### config.mk
export PLATFORM = sky130hd
export DESIGN_NAME = pwm_reload_timer
export DESIGN_NICKNAME = d
export VERILOG_FILES = /design/src/rtl/pwm_reload_timer.sv
export SDC_FILE = /design/constraint.sdc
export NUM_CORES = 1
export LEC_CHECK = 0
export ABC_AREA = 1
export ABC_CLOCK_PERIOD_IN_PS = 3420
export BUFFER_PORTS_ARGS = -buffer_cell sky130_fd_sc_hd__clkbuf_2
export CAP_MARGIN = 5
export CORE_MARGIN = 5
export CORE_UTILIZATION = 45
export CTS_CLUSTER_DIAMETER = 120
export DETAILED_ROUTE_END_ITERATION = 16
export PLACE_DENSITY_LB_ADDON = 0.25
export RECOVER_POWER = 50
export SLEW_MARGIN = 20
export SYNTH_ARGS = -nofsm -noshare
export SYNTH_HDL_FRONTEND = slang
export SYNTH_SLANG_ARGS = --single-unit
export TNS_END_PERCENT = 1
### constraint.sdc
create_clock -name clk -period 3.42 [get_ports clk]
set_input_delay 0.513 -clock clk [delete_from_list [all_inputs] [get_ports clk]]
set_output_delay 0.513 -clock clk [all_outputs]
set_load 0.01 [all_outputs]
### src/rtl/pwm_reload_timer.sv
`timescale 1ns/1ps
module pwm_reload_timer #(
  parameter int W = 16
) (
  input  logic         clk,
  input  logic         rst_n,
  input  logic         data_we,
  input  logic [W-1:0] data_in,
  input  logic         mode_we,
  input  logic [7:0]   mode_in,
  input  logic         run,
  input  logic         tick,
  input  logic         trig,
  output logic         pwm_out,
  output logic         irq,
  output logic [W-1:0] rd_data
);
  localparam int H = W / 2;
  localparam logic [W-1:0] LAST_F = {{(W-1){1'b1}}, 1'b0};
  localparam logic [W-1:0] LAST_H = {{H{1'b0}}, {(H-1){1'b1}}, 1'b0};

  logic [7:0]   mode;
  logic [W-1:0] rl, cnt, ph;
  logic [H-1:0] pre;
  logic         active, trig_q, out_q;

  wire pwm_ok   = &mode[2:0];
  wire half     = mode[5];
  wire ext      = mode[4];
  wire edge_hit = mode[3] ? (trig & ~trig_q) : (~trig & trig_q);
  wire go       = run & pwm_ok & ~active & (~ext | edge_hit);
  wire [W-1:0] last  = half ? LAST_H : LAST_F;
  wire [W-1:0] width = half ? {{H{1'b0}}, cnt[W-1:H]} : cnt;

  assign pwm_out = active & (ph < width);
  assign irq     = out_q & ~pwm_out & active;
  assign rd_data = '0;

  always_ff @(posedge clk) begin
    if (!rst_n) begin
      mode <= '0; rl <= '0; cnt <= '0; ph <= '0; pre <= '0;
      active <= 1'b0; trig_q <= 1'b0; out_q <= 1'b0;
    end else begin
      trig_q <= trig;
      out_q  <= pwm_out;
      if (mode_we) mode <= mode_in;
      if (data_we) begin
        rl <= data_in;
        if (!active) cnt <= data_in;
      end
      if (!run || !pwm_ok) begin
        active <= 1'b0;
      end else if (!active) begin
        if (go) begin
          active <= 1'b1;
          ph     <= '0;
          pre    <= cnt[H-1:0];
        end
      end else if (tick) begin
        if (half && pre != '0) begin
          pre <= pre - 1'b1;
        end else if (ph >= last) begin
          ph  <= '0;
          cnt <= rl;
          pre <= rl[H-1:0];
        end else begin
          ph  <= ph + 1'b1;
          pre <= cnt[H-1:0];
        end
      end
    end
  end

  a_r10_stop: assert property (@(posedge clk) disable iff (!rst_n)
    !run |=> !pwm_out);
  a_r9_irq_low: assert property (@(posedge clk) disable iff (!rst_n)
    irq |-> (!pwm_out && run && pwm_ok));
  a_r3_start_phase: assert property (@(posedge clk) disable iff (!rst_n)
    $rose(active) |-> (ph == '0));
  a_r6_halted_load: assert property (@(posedge clk) disable iff (!rst_n)
    (data_we && !active) |=> (cnt == $past(data_in)));
  a_r11_hold: assert property (@(posedge clk) disable iff (!rst_n)
    (active && run && pwm_ok && !tick && !mode_we) |=> ($stable(ph) && $stable(pre)));
  a_r7_phase_range: assert property (@(posedge clk) disable iff (!rst_n)
    (ph <= LAST_F));
endmodule

Word level (Yosys, flattened, before mapping)
Cells that the tools add are included.
{"block": "word_totals", "input_bits": 31, "regBits": 65, "out_inout_bits": 18}
{"block": "classes", "n_mux": 22, "addsub": 2, "eq_ne": 2, "bitwise_logic": 16, "magnitude_cmp": 2, "n_reduce_logical": 10}
{"op": "2-to-1 mux 16 bit", "n": 14}
{"op": "2-to-1 mux 8 bit", "n": 5}
{"op": "adder 16 x 1 -> 16 bit, second input constant", "n": 1}
{"op": ">= comparator 16 bit", "n": 1}
{"op": "< comparator 16 bit", "n": 1}
{"op": "AND 1 bit", "n": 8}
{"op": "nonzero test 8 bit", "n": 1}
{"op": "subtractor 8 x 1 -> 8 bit, second input constant", "n": 1}
{"op": "NOT 1 bit", "n": 7}
{"op": "AND reduction 3 bit", "n": 2}
{"op": "inequality test 2 bit, second input constant", "n": 2}
{"op": "AND reduction 4 bit", "n": 1}
{"op": "2-to-1 mux 1 bit", "n": 3}
{"op": "logical NOT 1 bit", "n": 2}
{"op": "nonzero test 2 bit", "n": 1}
{"op": "OR reduction 2 bit", "n": 1}
{"op": "logical AND 1 bit", "n": 1}
{"op": "logical OR 1 bit", "n": 1}
{"op": "bitwise OR 1 bit", "n": 1}

Logic depth before layout (Yosys ltp)
{"block": "logic_depth", "ltp_word": 7, "ltp_mapped": 14, "mapped_depth_nobuf": 13}

Least setup slack after synthesis
Ideal clock, no wire load.
{"block": "synth_path", "path_kind": "register to output", "from": "reg mode[5]", "to": "out irq", "arrival_time_ns": 1.839, "path_slack_ns": 1.068, "path_buffers": 1, "required_ns": 2.907, "stages_incl_launch_ff": 11, "cell_sequence": "dfxtp_1 > inv_2 > clkbuf_1 > nand2_1 > ha_1 > nand2_1 > o21ai_0 > nand3_1 > a21oi_1 > nor2_1 > a21oi_1"}
{"block": "synth_between", "elab_chain_cells": 6}
{"element": "from (decl)", "line_no": "22", "source": "logic [7:0] mode;"}
{"element": "from (signal assigned)", "line_no": "46", "source": "if (mode_we) mode <= mode_in;"}
{"element": "2-to-1 mux 16 bit", "line_no": "33", "source": "wire [W-1:0] width = half ? {{H{1'b0}}, cnt[W-1:H]} : cnt;"}
{"element": "< comparator 16 bit", "line_no": "35", "source": "assign pwm_out = active & (ph < width);"}
{"element": "AND 1 bit", "line_no": "35"}
{"element": "NOT 1 bit", "line_no": "36", "source": "assign irq = out_q & ~pwm_out & active;"}
{"element": "AND 1 bit (2 in a row)", "line_no": "36"}
{"element": "to (decl)", "line_no": "15", "source": "output logic irq,"}
Every way passes these cells.

Worst setup path in the final report
{"block": "layout_path", "from": "reg mode[5]", "to": "out pwm_out"}
{"block": "layout_between", "elab_chain_cells": 3}
{"element": "2-to-1 mux 16 bit", "line_no": "33"}
{"element": "< comparator 16 bit", "line_no": "35"}
{"element": "AND 1 bit", "line_no": "35"}
{"element": "to (decl)", "line_no": "14", "source": "output logic pwm_out,"}
Every way passes these cells.

==> impl_metrics.yaml <==
floorplanning:
  die_x_um: 106
  rows: 35
  die_area_mm2: 0.0113
  core_area_mm2: 0.00915
  initial_utilization: 0.457
  io-pin-count: 49
  die_height_um: 106
detailed_routing:
  via_count: 3969
  drt-total-wl_um: 10300
  drtPass1Iterations: 5
  first_iter_violations: 259
  wl_per_cell_um: 13.2
  ant_nets: 0
  drc_errors: 0
  vias_per_cell: 5.10
pwr:
  p_per_area_mw_per_mm2: 376
  p_int_uw: 1260
  power.total_uw: 1710
  seq_power_share: 0.475
  comb_power_share: 0.095
  p_leak_uw: 0.00218
  switching_share: 0.263
  max-vdd-ir-drop_v: 0.000319
  pwr-share-clk: 0.431
  switchingPower_uw: 449
sta:
  min_period_ps: 3030
  worstMarginPinSlew_ps: 2160
  rsz0062_at_grt: "false"
  setup_viol: 0
  setup-tns-final_ps: 0
  slew_headroom: -0.437
  slew_violations: 55
  finClkSkew_ps: 11.7
  fmax_mhz: 330
  finalHoldViolCount: 0
  worst_slack_ps: 386
  fin_crit_sh: 0.887
critical_path:
  critPathMaxStageDelay_ps: 610
  worstPathArrival_ps: 2520
  startpoint: "mode[5]"
  cp_slowest_cell: "dfxtp_1"
  path_class: "register to output port"
  worstPathMaxFanout: 26
  reg2reg_from: "mode[5]"
  critPathMostFrequentCell: "nand2_1"
  crit_required_ps: 2910
  cp-end-kind: "output port"
  r2r_slack_ps: 600
  cp-start-kind: "register"
  cp_cell_sequence: "inv_2 > o21ai_0 > ha_1 > a21oi_1 > nor2_1 > a211oi_1 > nand2_1 > nand2_1 > nand2_1 > inv_1 > clkbuf_2"
logic_synthesis:
  synth_area_leader_cell: "dfxtp_1"
  synth.cell_area_mm2: 0.00418
  syn-instance-count: 640
  synth_most_common_cell: "nand2_1"
  yosys-top-cells-count: "142 x nand2_1, 92 x nor2_1, 71 x o21ai_0"
  ys_ff_latch: 65
  synth_edf_count: 0
  avgSynthCellArea_um2: 6.53
  ys_types: 35
  ys.flop_type: "dfxtp_1"
  yosysSeqAreaShare: 0.311
  yosys.area.top_type_share: 0.311
  synth.top_cells.by_area: "dfxtp_1 31%, nand2_1 13%, o21ai_0 8.5%"
  yosysWarnings: 0
  ys_async_sr_fraction: 0
outcome:
  violations: "capacitance limit, slew limit"
  status: "complete, but fails checks"
job:
  maxCapViolCount: 1
clocking:
  clk_pin_slew_ps: 80
  clock_path_buffers: 2
  cts_hold_buffers: 0
  cts_buffers: 9
  cts_resized: 0
  htreeDepth: 3
  cts.sinks: 65
  clock_latency_ps: 350
  postCtsSetupBuffers: 0
  cts_tree: "done"
  cts_root_buf: "clkbuf_8"
placed_design:
  portBuffers: 30
  place.detailed.hpwl_um: 7410
  globalplace.congestion: 0.857
  dp_slack_ps: 708
cells_and_area:
  diodes: 0
  post-route-util: 0.495
  drive_above_1_share: 0.117
  area_growth_pct: 8.47
  nets: 720
  n_fill_cell: 935
grt:
  first_global_vias: 3815
  globalRouteOverflowTotal: 0
  grt_max_degree: 55
  grt_first_pass_wirelength_um: 17700
  track_usage: 0.193
  antenna_found_initial: 0
worst_hold_path:
  hp-start: "mode_in[2]"
  hold_class: "input pin to register"
-- power by group through the flow --
stage,logic (µW),clock network [µW],registers [µW]
global placement,155,0,826
detailed placement,160,0,827
CTS,161,745,810
finish,162,735,810
floorplan,131,0,819
global route,191,784,814
-- registers in the layout (all words and copies together), names as in the netlist --
signal and count:
cnt 16, ph 16, rl 16, pre 8, mode 6, active 1, out_q 1, trig_q 1
-- final timing paths --
| check | endpoint | depth (start not counted) |
|---|---|---|
| hold / removal | mode[2] | 3 |
| setup / recovery | pwm_out | 11 |
| setup reg to reg | ph[0] | 8 |
| hold reg to reg | cnt[11] | 2 |
-- kinds of logic (layout without fill, tap and decap cells) --
group | count (synthesis) | count (layout) | share of synthesized area
adder cells (fa/ha/maj) | 27 | 27 | 0.0808
other | 1 | 16 | 0.000897
XOR/XNOR | 6 | 6 | 0.0126
AND/OR/NAND/NOR | 300 | 300 | 0.310
buffers and inverters | 111 | 123 | 0.123
AO/OA/AOI/OAI | 130 | 130 | 0.161
flip-flops | 65 | 65 | 0.311
-- routing by layer --
metal  track usage  share of wire  up-vias
li1              -              -     2067
met1         0.253           0.46     1770
met2         0.306           0.46      107
met3        0.0376          0.051       25
met4        0.0842          0.028        0
met5             0              0        -
-- cells in the final DEF, fill, tap and decap left out, drive strengths merged --
master    instances
nand2           146
nor2            108
o21ai            82
inv              72
dfxtp            65
a21oi            41
clkbuf           40
nand3            31
ha               27
conb             16
nor3              6
nand4             5
buf               5
o21bai            4
xor2              4
xnor2             2
bufinv            2
clkinv            2
clkinvlp          2
a211oi            1
a211o             1
or2               1
nor3b             1
o22ai             1
nor4              1
nand3b            1
-- worst max-delay path, delay by kind of cell, from the launching register on --
kind | cells | cell delay (ps)
DFF | 1 | 610
AOI/OAI and AO/OA | 3 | 540
buffers and inverters | 3 | 470
and+or+nand+nor | 4 | 290
adders and majority gates | 1 | 270
-- cell type report --
class	instances	area, µm²	share of cell area
Multi-Input combinational cell	479	2420	0.533
Sequential cell	65	1300	0.287
Clock buffer	10	128	0.0282
Inverter	72	270	0.0596
Tap cell	111	139	0.0306
Clock inverter	6	92.6	0.0204
Timing Repair Buffer	35	186	0.0411
-- per-stage QoR --
stage	hold WS [ps]	instance area, µm²	instances
detailed placement	483	4320	762
CTS	371	4540	778
finish	384	4530	778
floorplan	462	4240	655
global placement	467	4320	762
global route	379	4530	778
Power figures use the tool's default switching activity.
